File: config.mk
export PLATFORM = sky130hd
export DESIGN_NAME = cbo_engine
export DESIGN_NICKNAME = d
export VERILOG_FILES = /design/src/rtl/cbo_pkg.sv /design/src/rtl/cbo_tag_store.sv /design/src/rtl/cbo_line_data.sv /design/src/rtl/cbo_ctrl.sv /design/src/rtl/cbo_engine.sv
export SDC_FILE = /design/constraint.sdc
export NUM_CORES = 1
export LEC_CHECK = 0
export BUFFER_PORTS_ARGS = -buffer_cell sky130_fd_sc_hd__buf_2
export CAP_MARGIN = 20
export CELL_PAD_IN_SITES_DETAIL_PLACEMENT = 1
export CELL_PAD_IN_SITES_GLOBAL_PLACEMENT = 1
export CORE_MARGIN = 4
export CORE_UTILIZATION = 53
export DETAILED_ROUTE_END_ITERATION = 10
export GPL_TIMING_DRIVEN = 1
export PLACE_DENSITY_LB_ADDON = 0.1
export SLEW_MARGIN = 20
export SYNTH_ARGS = -nofsm -noshare
export SYNTH_HDL_FRONTEND = slang
export SYNTH_SLANG_ARGS = --single-unit
File: constraint.sdc
create_clock -name clk -period 7.2 [get_ports clk]
set_input_delay 0.36 -clock clk [delete_from_list [all_inputs] [get_ports clk]]
set_output_delay 0.36 -clock clk [all_outputs]
set_load 0.01 [all_outputs]
File: src/rtl/cbo_pkg.sv
package cbo_pkg;
  typedef enum logic [2:0] {
    OP_INVAL = 3'd0,
    OP_CLEAN = 3'd1,
    OP_FLUSH = 3'd2,
    OP_ZERO  = 3'd3,
    OP_STORE = 3'd4,
    OP_HINT  = 3'd5
  } cbo_op_e;

  typedef enum logic [1:0] {
    ST_IDLE,
    ST_LOOK,
    ST_WB,
    ST_DONE
  } cbo_state_e;
endpackage

File: src/rtl/cbo_tag_store.sv
module cbo_tag_store #(
  parameter int LINES = 4,
  parameter int TAG_W = 9,
  localparam int IDX_W = $clog2(LINES)
) (
  input  logic             clk,
  input  logic             rst_n,
  input  logic [IDX_W-1:0] rd_idx,
  output logic             rd_valid,
  output logic             rd_dirty,
  output logic [TAG_W-1:0] rd_tag,
  input  logic             upd_en,
  input  logic [IDX_W-1:0] upd_idx,
  input  logic             upd_valid,
  input  logic             upd_dirty,
  input  logic [TAG_W-1:0] upd_tag
);
  logic [LINES-1:0] valid_q;
  logic [LINES-1:0] dirty_q;
  logic [TAG_W-1:0] tag_q [LINES];

  for (genvar i = 0; i < LINES; i++) begin : g_line
    always_ff @(posedge clk) begin
      if (!rst_n) begin
        valid_q[i] <= 1'b0;
        dirty_q[i] <= 1'b0;
        tag_q[i]   <= '0;
      end else if (upd_en && upd_idx == IDX_W'(i)) begin
        valid_q[i] <= upd_valid;
        dirty_q[i] <= upd_dirty;
        tag_q[i]   <= upd_tag;
      end
    end

    AST_DIRTY_NEEDS_VALID: assert property (@(posedge clk) disable iff (!rst_n)
      dirty_q[i] |-> valid_q[i]);
  end

  assign rd_valid = valid_q[rd_idx];
  assign rd_dirty = dirty_q[rd_idx];
  assign rd_tag   = tag_q[rd_idx];
endmodule

File: src/rtl/cbo_line_data.sv
module cbo_line_data #(
  parameter int LINES = 4,
  parameter int WORDS = 8,
  localparam int IDX_W  = $clog2(LINES),
  localparam int WORD_W = $clog2(WORDS)
) (
  input  logic              clk,
  input  logic [IDX_W-1:0]  rd_idx,
  input  logic [WORD_W-1:0] rd_word,
  output logic [31:0]       rd_data,
  input  logic              zero_en,
  input  logic              wr_en,
  input  logic [IDX_W-1:0]  wr_idx,
  input  logic [WORD_W-1:0] wr_word,
  input  logic [31:0]       wr_data
);
  logic [31:0] words_q [LINES][WORDS];

  for (genvar l = 0; l < LINES; l++) begin : g_line
    for (genvar w = 0; w < WORDS; w++) begin : g_word
      always_ff @(posedge clk) begin
        if (zero_en && wr_idx == IDX_W'(l))
          words_q[l][w] <= '0;
        else if (wr_en && wr_idx == IDX_W'(l) && wr_word == WORD_W'(w))
          words_q[l][w] <= wr_data;
      end
    end
  end

  assign rd_data = words_q[rd_idx][rd_word];
endmodule

File: src/rtl/cbo_ctrl.sv
module cbo_ctrl
  import cbo_pkg::*;
#(
  parameter int ADDR_W = 16,
  parameter int TAG_W  = 9,
  parameter int IDX_W  = 2,
  parameter int WORD_W = 3
) (
  input  logic              clk,
  input  logic              rst_n,
  input  logic              req_valid,
  output logic              req_ready,
  input  logic [2:0]        req_op,
  input  logic [ADDR_W-1:0] req_addr,
  input  logic [31:0]       req_wdata,
  output logic              done,
  output logic [IDX_W-1:0]  line_idx,
  input  logic              line_valid,
  input  logic              line_dirty,
  input  logic [TAG_W-1:0]  line_tag,
  output logic [WORD_W-1:0] rd_word,
  input  logic [31:0]       rd_data,
  output logic              tag_upd_en,
  output logic              tag_upd_valid,
  output logic              tag_upd_dirty,
  output logic [TAG_W-1:0]  tag_upd_tag,
  output logic              dat_zero_en,
  output logic              dat_wr_en,
  output logic [WORD_W-1:0] dat_wr_word,
  output logic [31:0]       dat_wr_data,
  output logic              mem_wvalid,
  input  logic              mem_wready,
  output logic [ADDR_W-1:0] mem_waddr,
  output logic [31:0]       mem_wdata
);
  localparam int OFF_W = WORD_W + 2;
  localparam logic [WORD_W-1:0] LAST_BEAT = '1;

  cbo_state_e        state_q;
  logic [2:0]        op_q;
  logic [TAG_W-1:0]  tag_q;
  logic [IDX_W-1:0]  idx_q;
  logic [WORD_W-1:0] word_q;
  logic [31:0]       wdata_q;
  logic [WORD_W-1:0] beat_q;
  logic              hit;
  logic              need_wb;

  assign hit = line_valid && (line_tag == tag_q);

  always_comb begin
    unique case (op_q)
      OP_CLEAN, OP_FLUSH: need_wb = hit && line_dirty;
      OP_ZERO:            need_wb = !hit && line_valid && line_dirty;
      default:            need_wb = 1'b0;
    endcase
  end

  always_ff @(posedge clk) begin
    if (!rst_n) begin
      state_q <= ST_IDLE;
      op_q    <= '0;
      tag_q   <= '0;
      idx_q   <= '0;
      word_q  <= '0;
      wdata_q <= '0;
      beat_q  <= '0;
    end else begin
      unique case (state_q)
        ST_IDLE: if (req_valid) begin
          op_q    <= req_op;
          tag_q   <= req_addr[ADDR_W-1 -: TAG_W];
          idx_q   <= req_addr[OFF_W +: IDX_W];
          word_q  <= req_addr[2 +: WORD_W];
          wdata_q <= req_wdata;
          state_q <= ST_LOOK;
        end
        ST_LOOK: begin
          beat_q  <= '0;
          state_q <= need_wb ? ST_WB : ST_DONE;
        end
        ST_WB: if (mem_wready) begin
          beat_q <= beat_q + 1'b1;
          if (beat_q == LAST_BEAT) state_q <= ST_DONE;
        end
        default: state_q <= ST_IDLE;
      endcase
    end
  end

  assign req_ready  = (state_q == ST_IDLE);
  assign done       = (state_q == ST_DONE);
  assign line_idx   = idx_q;
  assign rd_word    = beat_q;
  assign mem_wvalid = (state_q == ST_WB);
  assign mem_waddr  = {line_tag, idx_q, beat_q, 2'b00};
  assign mem_wdata  = rd_data;

  // All cache state changes land in the completion cycle, after any write-back.
  always_comb begin
    tag_upd_en    = 1'b0;
    tag_upd_valid = 1'b0;
    tag_upd_dirty = 1'b0;
    tag_upd_tag   = tag_q;
    dat_zero_en   = 1'b0;
    dat_wr_en     = 1'b0;
    dat_wr_word   = word_q;
    dat_wr_data   = wdata_q;
    if (state_q == ST_DONE) begin
      unique case (op_q)
        OP_INVAL, OP_FLUSH: tag_upd_en = hit;
        OP_CLEAN: begin
          tag_upd_en    = hit;
          tag_upd_valid = 1'b1;
        end
        OP_ZERO: begin
          tag_upd_en    = 1'b1;
          tag_upd_valid = 1'b1;
          tag_upd_dirty = 1'b1;
          dat_zero_en   = 1'b1;
        end
        OP_STORE: begin
          tag_upd_en    = hit;
          tag_upd_valid = 1'b1;
          tag_upd_dirty = 1'b1;
          dat_wr_en     = hit;
        end
        default: ;
      endcase
    end
  end

  AST_WB_STALL_HOLD: assert property (@(posedge clk) disable iff (!rst_n)
    (mem_wvalid && !mem_wready) |=> (mem_wvalid && $stable(mem_waddr) && $stable(mem_wdata)));
  AST_BUSY_AFTER_ACCEPT: assert property (@(posedge clk) disable iff (!rst_n)
    (req_valid && req_ready) |=> !req_ready);
  AST_DONE_ONE_CYCLE: assert property (@(posedge clk) disable iff (!rst_n)
    done |=> !done);
  AST_INVAL_SILENT: assert property (@(posedge clk) disable iff (!rst_n)
    mem_wvalid |-> (op_q != OP_INVAL));
  AST_KILL_CLEARS: assert property (@(posedge clk) disable iff (!rst_n)
    (tag_upd_en && !tag_upd_valid) |=> (!line_valid && !line_dirty));
  AST_ZERO_OWNS_LINE: assert property (@(posedge clk) disable iff (!rst_n)
    (done && op_q == OP_ZERO) |=> (line_valid && line_dirty && line_tag == $past(tag_q)));
endmodule

File: src/rtl/cbo_engine.sv
module cbo_engine #(
  parameter int ADDR_W      = 16,
  parameter int LINES       = 4,
  parameter int BLOCK_BYTES = 32
) (
  input  logic              clk,
  input  logic              rst_n,
  input  logic              req_valid,
  output logic              req_ready,
  input  logic [2:0]        req_op,
  input  logic [ADDR_W-1:0] req_addr,
  input  logic [31:0]       req_wdata,
  output logic              done,
  output logic              mem_wvalid,
  input  logic              mem_wready,
  output logic [ADDR_W-1:0] mem_waddr,
  output logic [31:0]       mem_wdata
);
  localparam int WORDS  = BLOCK_BYTES / 4;
  localparam int WORD_W = $clog2(WORDS);
  localparam int IDX_W  = $clog2(LINES);
  localparam int TAG_W  = ADDR_W - WORD_W - 2 - IDX_W;

  logic [IDX_W-1:0]  line_idx;
  logic              line_valid, line_dirty;
  logic [TAG_W-1:0]  line_tag;
  logic [WORD_W-1:0] rd_word;
  logic [31:0]       rd_data;
  logic              tag_upd_en, tag_upd_valid, tag_upd_dirty;
  logic [TAG_W-1:0]  tag_upd_tag;
  logic              dat_zero_en, dat_wr_en;
  logic [WORD_W-1:0] dat_wr_word;
  logic [31:0]       dat_wr_data;

  cbo_ctrl #(
    .ADDR_W(ADDR_W), .TAG_W(TAG_W), .IDX_W(IDX_W), .WORD_W(WORD_W)
  ) u_ctrl (
    .clk(clk), .rst_n(rst_n),
    .req_valid(req_valid), .req_ready(req_ready), .req_op(req_op),
    .req_addr(req_addr), .req_wdata(req_wdata), .done(done),
    .line_idx(line_idx), .line_valid(line_valid), .line_dirty(line_dirty),
    .line_tag(line_tag), .rd_word(rd_word), .rd_data(rd_data),
    .tag_upd_en(tag_upd_en), .tag_upd_valid(tag_upd_valid),
    .tag_upd_dirty(tag_upd_dirty), .tag_upd_tag(tag_upd_tag),
    .dat_zero_en(dat_zero_en), .dat_wr_en(dat_wr_en),
    .dat_wr_word(dat_wr_word), .dat_wr_data(dat_wr_data),
    .mem_wvalid(mem_wvalid), .mem_wready(mem_wready),
    .mem_waddr(mem_waddr), .mem_wdata(mem_wdata)
  );

  cbo_tag_store #(.LINES(LINES), .TAG_W(TAG_W)) u_tags (
    .clk(clk), .rst_n(rst_n),
    .rd_idx(line_idx), .rd_valid(line_valid), .rd_dirty(line_dirty), .rd_tag(line_tag),
    .upd_en(tag_upd_en), .upd_idx(line_idx), .upd_valid(tag_upd_valid),
    .upd_dirty(tag_upd_dirty), .upd_tag(tag_upd_tag)
  );

  cbo_line_data #(.LINES(LINES), .WORDS(WORDS)) u_data (
    .clk(clk),
    .rd_idx(line_idx), .rd_word(rd_word), .rd_data(rd_data),
    .zero_en(dat_zero_en), .wr_en(dat_wr_en), .wr_idx(line_idx),
    .wr_word(dat_wr_word), .wr_data(dat_wr_data)
  );
endmodule

**Word-level counts from Yosys, hierarchy flattened**

Memory sizes are Yosys's and may differ from the RTL's. A register that Yosys moved wholly into a read port is not among the register bits.
Cells that the tools add are included.

- Register bits after elaboration: 62
- Memory bits (writable): 1060
- Input port bits: 55
- Output and inout port bits: 51
- Word-level logic and storage cells: 334
- Memories: 2

Memories:

| memory | depth | bits a word | rd ports | clocked after Yosys merged registers in | wr ports | line | RTL |
|---|---|---|---|---|---|---|---|
| u_data.words_q | 4 | 256 | 1 | 1 | 1 | cbo_line_data.sv:17 | `logic [31:0] words_q [LINES][WORDS];` |
| u_tags.tag_q | 4 | 9 | 1 | 1 | 4 | cbo_tag_store.sv:20 | `logic [TAG_W-1:0] tag_q [LINES];` |

- Add/sub/neg operators: 1
- Order comparisons: 2
- Equality and inequality tests: 22
- Muxes and demuxes: 191
- Bitwise operators: 37
- Reduce and logical (&&, ||, !) cells: 64

Operators with widths:

| kind | number |
|---|---|
| 32-bit 2-to-1 mux | 34 |
| 256-bit 2-to-1 mux | 3 |
| 256-bit OR reduction | 3 |
| 1-bit 2-to-1 mux | 129 |
| 32-bit binary-select mux with 3-bit select | 1 |
| 1-bit logical AND | 48 |
| 9-bit 2-to-1 mux | 4 |
| 1-bit OR | 36 |
| 8-bit 2-to-1 mux | 3 |
| 2-bit 2-to-1 mux | 10 |
| 3-bit == test (second input constant) | 6 |
| 3-bit by 2-bit == test with 1-bit output (second input constant) | 4 |
| 9-bit == test | 1 |
| 2-bit == test (second input constant) | 4 |
| 3-bit by 1-bit == test with 1-bit output (second input constant) | 2 |
| 3-bit logical NOT | 2 |
| 2-bit case mux with 3 select lines | 1 |
| 3-bit case mux with 2 select lines | 1 |
| 1-bit binary-select mux with 2-bit select | 2 |
| 2-bit by 1-bit == test with 1-bit output (second input constant) | 2 |
| 4-bit greater-or-equal comparator (second input constant) | 1 |
| 2-bit logical NOT | 2 |
| 2-bit by 1-bit inequality test with 1-bit output (second input constant) | 2 |
| 3-bit NOT with 4-bit output | 1 |
| other kinds (12) | 15 |

**Longest topological paths before layout**

Gate-level depths: netlist of run 1.

- Depth after elaboration: 15
- Depth in mapped cells: 10
- Gate-level depth less buffers: 7

**Cells and area by module**

A second synthesis of run 1 with hierarchy kept.

- Cells, all modules: 3958
- Area, all modules: 52021.1 µm²

Modules (own cells, without submodules):

| module | instances | cells an instance | area each (µm²) | seq. area each (µm²) |
|---|---|---|---|---|
| cbo_line_data | 1 | 3490 | 47404.2 | 30749.5 |
| cbo_ctrl | 1 | 330 | 2707.6 | 1081.0 |
| cbo_tag_store | 1 | 138 | 1909.3 | 1241.2 |

**Worst setup path before layout of run 1**

Ideal clock, no wire load.

- Path type: reg-to-reg
- From: register (tool-made name)
- To: memory u_data.words_q[3][128] (netlist name), enable pin
- Library setup time: 0.466 ns
- Data arrival time: 4.730 ns
- Required time: 6.734 ns
- Setup slack: 2.004 ns
- Stages on the path, launching flop included: 11
- Buffers on the path: 4
- Period minus slack after synthesis: 5.196 ns
- Path through: dfxtp_1 -> buf_2 -> buf_6 -> mux4_2 -> xnor2_1 -> nand4_2 -> nor4_2 -> nand4_1 -> buf_2 -> clkbuf_1 -> o21ai_0

RTL lines:

| item | line |
|---|---|
| end, declared | cbo_line_data.sv:17 |

==> results of run 1 <==
-- synth_stat cells (all sizes together) --
library cell  number
a211oi             3
a21oi             52
a22oi              4
a31o               1
a32oi              2
and2               5
and3               1
and3b              1
buf               76
clkbuf           205
conb               1
dfxtp             64
edfxtp          1060
ha                 7
inv               11
mux2              32
mux2i              2
mux4             331
nand2            387
nand2b             5
nand3              2
nand3b             1
nand4              5
nand4b             1
nor2            1077
nor2b              3
nor3               6
nor3b              1
nor4               4
o2111ai            1
o211ai             5
o21ai             44
o31ai              5
o41a               1
o41ai              2
or2                2
or3                1
or3b               1
or4                2
xnor2              9
xor2               1
-- state kept, by name (all words and copies together) (netlist names), named ones only --
signal,flops
u_ctrl.dat_wr_word,3
u_data.words_q,1024
u_ctrl.tag_upd_tag,9
u_ctrl.state_q,2
u_ctrl.dat_wr_data,32
u_tags.tag_q,36
u_ctrl.line_idx,2
u_ctrl.rd_word,3
u_tags.valid_q,4
u_ctrl.op_q,3
u_tags.dirty_q,4
-- worst max-delay path by stage --
| stage | from | to | slack [ns] | depth (start not counted) |
|---|---|---|---|---|
| final | register | mem_wdata[18] | 1.85 | 6 |
| after global routing | register | mem_wdata[18] | 1.54 | 6 |
| after CTS | register | mem_wdata[18] | 1.79 | 6 |
| after detailed placement | register | u_data.words_q[2][151] | 2.07 | 8 |
| after global placement | register | u_data.words_q[0][166] | 1.67 | 8 |
| after floorplan | register | u_data.words_q[3][128] | 2.00 | 10 |
-- worst register-to-register path, stage by stage (launching register included) --
cell and delay (ns):
dfxtp_4 0.87, mux4_2 0.65, xnor2_1 0.18, nand3_1 0.35, nor4_2 0.53, nand4_1 0.54
buf_8 0.38, o21ai_4 0.77, buf_4 0.49
-- report_power, final --
| part | leakage (nW) | internal [mW] | switching [mW] |
|---|---|---|---|
| Sequential | 7.96 | 7.11 | 0.267 |
| Clock | 1.77 | 3.27 | 2.46 |
| Combinational | 3.11 | 0.402 | 0.742 |
-- logic make-up after synthesis --
kind of cell | count (synthesis) | share of synthesized area, %
AOI/OAI and AO/OA | 120 | 1.39
and+or+nand+nor | 1505 | 11.9
other | 1 | 0.00770
DFF | 1124 | 68.0
buffers and inverters | 292 | 2.30
adders and majority gates | 7 | 0.180
xor gates and xnor gates | 10 | 0.180
muxes | 365 | 16.1
-- area by class of cell --
| type | count | share of cell area (%) |
|---|---|---|
| well taps | 1176 | 2.69 |
| multi-input cells | 2009 | 27.2 |
| diodes | 3 | 0.0137 |
| flip-flops and latches | 1124 | 60.5 |
| clock buffers | 162 | 5.95 |
| clock inverters | 44 | 0.566 |
| repair buffers | 228 | 3.07 |
| inverters | 11 | 0.0777 |
-- timing repair --
item                      4_1_cts  5_1_grt
hold endpoints to repair       49        0
hold buffers                   47        0
setup buffers                   0        0
-- metal layers --
metal  routed length, µm  vias up  part of all wire [%]
met2               72600     1564                    49
met1               55900    15900                    38
li1                    -    12600                     -
met4                6850        4                   4.6
met3               13300      279                   8.9
met5                  27        -                 0.018
-- metrics by stage --
stage               util, %  power (mW)  worst slack, ns
CTS                    60.4        14.3             1.79
detailed placement     56.0        8.63             2.07
global route           60.5        14.7             1.54
floorplan                 -        8.15             2.00
global placement       55.9        8.60             1.67
finish                 60.5        14.3             1.85
==> results_dict.tcl, run 1 <==
set metrics [dict create \
    synthCells 3424 \
    yosysWarnings 0 \
    via_per_inst 6.38 \
    min_period_ns 5.35 \
    track_usage_pct 30.9 \
    worstHoldEndpoint "u_ctrl.dat_wr_data[18]" \
    clk_pin_slew_worst_paths_ns 0.06 \
    core_area_mm2 0.0906 \
    cts.sinks 1124 \
    multi_input_area_mm2 0.0149 \
    vias 30400 \
    grt_overflow 0 \
    required_ns 6.84 \
    hold_class "input port to register" \
    critPathBufInv 3 \
    fmax_mhz 187 \
    dp.cells 4500 \
    cp-end-kind "output pin" \
    synth_top_area_cell "edfxtp_1" \
    crit_type "register to output pin" \
    use_met3_pct 5.92 \
    die_h_um 311 \
    wl_um 149000 \
    wl_per_cell_um 31.2 \
    layout_common_cells "1075 x nor2_1, 1060 x edfxtp_1, 386 x nand2_1, 331 x mux4_2, 118 x clkbuf_16" \
    setup_violations 0 \
    whs_path_depth 3 \
    synth-seq-cells 1124 \
    postLayoutCellArea_mm2 0.0548 \
    ant_nets 0 \
    synth_top_area_share_pct 65.4 \
    slowest_delay_ns 0.87 \
    relSlewSlack_pct 22.0 \
    crit_path_top_delay_cell "dfxtp_4" \
    placed_area_mm2 0.0507 \
    grt_pass1_vias 32500 \
    yosysSeqAreaShare_pct 68.0 \
    tns_ns 0 \
    hold_viol_final 0 \
    crit_chain "buf_12 -> buf_4 -> mux4_2 -> mux4_2 -> mux2_2 -> buf_2" \
    reg2reg_to "u_data.words_q[0][156]" \
    regToRegSetupSlack_ns 2.10 \
    grt_max_degree 126 \
    crit_path_start_kind "register" \
    yosysUniqueCellTypes 48 \
    powerDensity_mw_per_mm2 260 \
    ff_latch_area_mm2 0.0331 \
    cts_max_path_buffers 3 \
    die_width_um 311 \
    clock_latency_ns 0.70 \
    io_buffers 101 \
    first_pass_iters 7 \
    htreeDepth 3 \
    ir_worst_vdd_mv 0.269 \
    grt_first_pass_wirelength_um 218000 \
    worstMarginPinSlew_ns 1.17 \
    drv_cap 0 \
    rsz0062_at_grt "false" \
    initial_core_util_pct 53.8 \
    final_common_cell "nor2_1" \
    critPathTopFamily "buffers and inverters" \
    num_rows 110 \
    numCtsBuffers 115 \
    first_iter_violations 3474 \
    crit_arrival_ns 4.99 \
    routabilityCongestion 0.807 \
    grt-busiest-layer "met2" \
    die_area_mm2 0.0968 \
    layout-drive-gt1-share_pct 21.1 \
    slew_violations 0 \
    leakagePower_nw 12.8 \
    synth_area_mm2 0.0487 \
    outcome "complete, no violations" \
    finalClockSkew_ns 0.0235 \
    final_cell_count_no_fill 4757 \
    crit_top_cell "mux4_2" \
    drc 0 \
    area_delta_synth_final_pct 12.5 \
    grtUsageMet1_pct 41.2 \
    synthTopCellsByArea "edfxtp_1 65%, mux4_2 15%, nor2_1 8.3%" \
    ctsResizeCount 0 \
    hpwl_um 83400 \
    period_share_pct 74.3 \
    hold_start "req_wdata[18]" \
    grt_use_met2_pct 50.3 \
    crit_fanout 99 \
    ioPinCount 106 \
    cts-root-buf "clkbuf_16" \
    grt_antenna_before_repair 6 \
    cts_tree "done" \
    final_nets 3551 \
    hold_ws_ns 0.0554 \
    fillers 8373 \
    rr_worst_depth 8 \
    avgSynthCellArea_um2 14.2 \
]
Power figures use the tool's default switching activity.
==> run 2: changes to the inputs <==
--- a/config.mk
+++ b/config.mk
@@ -10,7 +10,7 @@
 export CELL_PAD_IN_SITES_DETAIL_PLACEMENT = 1
 export CELL_PAD_IN_SITES_GLOBAL_PLACEMENT = 1
 export CORE_MARGIN = 4
-export CORE_UTILIZATION = 53
+export CORE_UTILIZATION = 48
 export DETAILED_ROUTE_END_ITERATION = 10
 export GPL_TIMING_DRIVEN = 1
 export PLACE_DENSITY_LB_ADDON = 0.1
==> constraint.sdc (replaced) <==
create_clock -name clk -period 4.77 [get_ports clk]
set_input_delay 0.2385 -clock clk [delete_from_list [all_inputs] [get_ports clk]]
set_output_delay 0.2385 -clock clk [all_outputs]
set_load 0.01 [all_outputs]
==> results_dict.tcl, run 2 (synthesis gave the netlist of run 1 again) <==
set metrics [dict create \
    ioPinCount 106 \
    initial_core_util_pct 48.5 \
    final_nets 3561 \
    slew_violations 0 \
    largest_register_ffs 1024 \
    numCtsBuffers 117 \
    regMostFlops "u_data.words_q" \
    track_usage_pct 28.5 \
    critPathBufInv 3 \
    vias 30400 \
    layout_common_cells "1075 x nor2_1, 1060 x edfxtp_1, 386 x nand2_1, 331 x mux4_2, 119 x clkbuf_16" \
    io_buffers 101 \
    core_area_mm2 0.100 \
    postLayoutCoreUtil_pct 55.3 \
    drv_cap 0 \
    clk_pin_slew_worst_paths_ns 0.06 \
    grt_antenna_before_repair 3 \
    grt_pass1_vias 33300 \
    required_ns 4.53 \
    min_period_ns 4.63 \
    wl_per_cell_um 30.6 \
    crit_path_start_kind "register" \
    cts.sinks 1124 \
    hold_ws_ns 0.111 \
    hold_class "input port to register" \
    cts_setup_buffers 0 \
    outcome "complete, no violations" \
    area_delta_synth_final_pct 14.1 \
    dp_slack_ns 0.758 \
    die_h_um 327 \
    via_per_inst 6.13 \
    finalClockSkew_ns 0.0287 \
    grt_max_degree 145 \
    first_pass_iters 6 \
    slowest_delay_ns 0.86 \
    hold_viol_final 0 \
    die_width_um 327 \
    cts-root-buf "clkbuf_16" \
    fmax_mhz 216 \
    worstMarginPinSlew_ns 1.17 \
    powerDensity_mw_per_mm2 394 \
    rsz0062_at_grt "false" \
    die_area_mm2 0.107 \
    final_common_cell "nor2_1" \
    num_rows 116 \
    first_iter_violations 3231 \
    cts_max_path_buffers 3 \
    crit_path_top_delay_cell "buf_4" \
    ant_nets 0 \
    grt_overflow 0 \
    ir_worst_vdd_mv 0.302 \
    layout_setup_ws_ns 0.143 \
    drc 0 \
    hpwl_um 81400 \
    cts_tree "done" \
    crit_type "register to output pin" \
    clock_latency_ns 0.71 \
    routabilityCongestion 0.789 \
    crit_fanout 57 \
    htreeDepth 3 \
    cp-end-kind "output pin" \
    grt_first_pass_wirelength_um 221000 \
    layout-drive-gt1-share_pct 21.1 \
    period_share_pct 97.0 \
    wl_um 152000 \
    crit_arrival_ns 4.39 \
    crit_chain "buf_4 -> buf_4 -> mux4_2 -> mux4_2 -> mux2_2 -> buf_2" \
    critPathTopFamily "buffers and inverters" \
    leakagePower_nw 13.0 \
    fillers 9568 \
    setup_violations 0 \
    relSlewSlack_pct 22.3 \
]
==> run 2: changes by cell type in the layout (fill, tap and decap cells not counted), moves of 3 or more <==
cell           delta
buf_12           +33
buf_16            -3
buf_4            -27
bufinv_16         +6
clkbuf_1          +8
clkbuf_8          -9
clkinv_1         +10
clkinv_2          -4
dlygate4sd3_1     +4
==> run 2: repair_timing <==
action,4_1_cts,5_1_grt
setup endpoints to repair,2,1
hold buffers,51,0
endpoints found under the hold margin,60,0
resized for setup,1,1
==> run 2: worst paths after layout <==
path | slack, ns | start | cells past startpoint | endpoint
max | 0.14 | register | 6 | mem_wdata[18]
min | 0.11 | req_valid | 5 | u_ctrl.state_q[1]
min reg2reg | 0.48 | u_tags.dirty_q[1] | 2 | u_tags.dirty_q[1]
max reg2reg | 0.75 | register | 9 | u_data.words_q[2][225]
==> run 2: metal layers <==
layer,vias up,global-route usage [%],routed length (µm)
met4,0,9.49,4870
li1,12600,-,-
met5,-,0,0
met2,1355,48.0,75400
met1,16200,38.5,60200
met3,267,4.09,11100
==> run 2: power by group <==
group	total (mW)	switching [mW]	internal, mW
Sequential	11.1	0.370	10.7
Combinational	1.76	1.15	0.618
Clock	9.02	3.84	5.18
==> run 2: layout make-up <==
cell class	instances	area, µm²	share of cell area [%]
clock buffers	162	3190	5.74
repair buffers	236	2100	3.79
well taps	1357	1700	3.05
flip-flops and latches	1124	33100	59.6
diodes	1	2.50	0.00450
clock inverters	59	547	0.984
inverters	11	42.5	0.0765
multi-input cells	2009	14900	26.8
==> run 2: worst register-to-register path, delay by kind of cell (launching register included) <==
family	cells	cell delay [ns]
compound gates	1	0.24
xor+xnor	1	0.15
buf+inv	3	1.03
flops	1	0.53
mux	1	0.61
simple gates	3	1.10
==> run 2: per-stage QoR <==
step / area (µm²) / power (mW) / cells / setup TNS, ns
after floorplan: 48700 / 12.3 / 3425 / -80.74
after global placement: 51300 / 13.0 / 4686 / 0
after detailed placement: 51300 / 13.0 / 4686 / 0
after CTS: 55600 / 22.0 / 4958 / 0
after global routing: 55600 / 22.6 / 4958 / 0
final: 55600 / 21.9 / 4959 / 0
==> run 3: changes to the inputs <==
--- a/config.mk
+++ b/config.mk
@@ -12,7 +12,7 @@
 export CORE_MARGIN = 4
 export CORE_UTILIZATION = 48
 export DETAILED_ROUTE_END_ITERATION = 10
-export GPL_TIMING_DRIVEN = 1
+export GPL_TIMING_DRIVEN = 0
 export PLACE_DENSITY_LB_ADDON = 0.1
 export SLEW_MARGIN = 20
 export SYNTH_ARGS = -nofsm -noshare
==> results_dict.tcl, run 3 (synthesis gave the netlist of run 1 again) <==
set metrics [dict create \
    outcome "complete, no violations" \
    routabilityCongestion 0.861 \
    grt_first_pass_wirelength_um 243000 \
    cts.sinks 1124 \
    regMostFlops "u_data.words_q" \
    fmax_mhz 210 \
    io_buffers 100 \
    htreeDepth 3 \
    setup_violations 0 \
    crit_arrival_ns 4.52 \
    die_h_um 327 \
    worstMarginPinSlew_ns 1.22 \
    first_iter_violations 4398 \
    layout-drive-gt1-share_pct 20.8 \
    vias 32500 \
    crit_path_start_kind "register" \
    critPathTopFamily "buffers and inverters" \
    ioPinCount 106 \
    crit_type "register to output pin" \
    switchingPower_mw 5.64 \
    placed_area_mm2 0.0530 \
    ff_latch_area_mm2 0.0331 \
    final_common_cell "nor2_1" \
    combPwrFrac_pct 10.7 \
    rsz0062_at_grt "false" \
    crit_chain "clkdlybuf4s18_2 -> clkbuf_2 -> clkbuf_1 -> mux4_2 -> mux4_2 -> mux2_2 -> buf_2" \
    fin_total_pwr_mw 22.2 \
    grt_max_degree 19 \
    area_delta_synth_final_pct 18.0 \
    grt_overflow 0 \
    drv_cap 0 \
    die_area_mm2 0.107 \
    layout_common_cells "1077 x nor2_1, 1060 x edfxtp_1, 387 x nand2_1, 331 x mux4_2, 211 x clkbuf_1" \
    core_area_mm2 0.100 \
    wl_um 169000 \
    hold_viol_final 0 \
    final_nets 3832 \
    antennaDiodeCount 0 \
    tns_ns 0 \
    hold_class "input port to register" \
    min_period_ns 4.76 \
    fillers 9537 \
    ir_worst_vdd_mv 0.282 \
    clk_pin_slew_worst_paths_ns 0.06 \
    crit_path_top_delay_cell "clkbuf_1" \
    cp-end-kind "output pin" \
    slew_violations 0 \
    largest_register_ffs 1024 \
    swShare_pct 25.4 \
    relSlewSlack_pct 18.5 \
    clock_latency_ns 0.71 \
    wl_per_cell_um 32.4 \
    cts_tree "done" \
    postLayoutCoreUtil_pct 57.2 \
    cts-root-buf "clkbuf_16" \
    p_clk_share_pct 40.7 \
    die_width_um 327 \
    intPower_mw 16.6 \
    first_pass_iters 5 \
    required_ns 4.53 \
    num_rows 116 \
    p_seq_share_pct 48.6 \
    track_usage_pct 31.9 \
    crit_top_cell "mux4_2" \
    initial_core_util_pct 48.5 \
    period_share_pct 99.8 \
    cts_max_path_buffers 3 \
    numCtsBuffers 117 \
    drc 0 \
    critPathBufInv 4 \
    leakagePower_nw 13.8 \
    powerDensity_mw_per_mm2 387 \
    grt_pass1_vias 34400 \
    hpwl_um 119000 \
    grt_antenna_before_repair 6 \
    postLayoutCellArea_mm2 0.0575 \
    multi_input_area_mm2 0.0149 \
    via_per_inst 6.23 \
    slowest_delay_ns 0.78 \
    crit_fanout 10 \
    ant_nets 0 \
    finalClockSkew_ns 0.0281 \
]
run 3: path summary, 6_finish.rpt:
path | start | end | cells after the start | slack (ns)
max reg2reg | register | u_data.words_q[2][107] | 10 | 0.11
min | rst_n | u_ctrl.state_q[0] | 4 | 0.05
min reg2reg | u_tags.valid_q[1] | u_tags.valid_q[1] | 2 | 0.47
max | register | mem_wdata[9] | 7 | 0.01
run 3: repair_timing:
action,4_1_cts,5_1_grt
pin swaps,4,3
hold buffers,50,0
endpoints found under the hold margin,53,0
gates resized for setup,37,19
endpoints found under the setup margin,527,93
setup buffers,4,4
run 3: per-layer routing:
layer	track usage (%)	share of wire (%)
met1	43.6	38
met2	50.9	47
met3	5.86	9.6
met4	13.5	4.8
met5	0	0.011
run 3: layout make-up:
cell class	count	area share (%)
Multi-Input combinational cell	2009	25.9
Inverter	11	0.0719
Clock inverter	55	0.836
Tap cell	1357	2.96
Clock buffer	161	5.62
Timing Repair Buffer	226	4.92
Sequential cell	1124	57.6
Buffer	281	2.10
run 3: through the flow:
step / setup WS, ns / hold WS (ns) / std cells
2_1_floorplan: -0.421 / 0.374 / 3425
3_3_place_gp: -4.58 / 0.455 / 4882
3_5_place_dp: -0.419 / 0.459 / 4950
4_1_cts: 0.0109 / 0.0181 / 5220
5_1_grt: 0.00405 / 0.0885 / 5224
6_report: 0.0112 / 0.0453 / 5224
run 3: power by group through the flow:
stage	Sequential (mW)	Combinational, mW	Clock, mW
finish	10.8	2.37	9.06
global placement	11.0	2.19	0
global route	10.8	2.47	9.54
CTS	10.8	2.34	9.12
detailed placement	11.0	2.28	0
floorplan	11.0	1.32	0
run 3: tightest hold or removal path, stage by stage:
cell and delay, ns:
clkbuf_1 0.18, nand4b_1 0.15, a31o_2 0.09, nand2_1 0.04
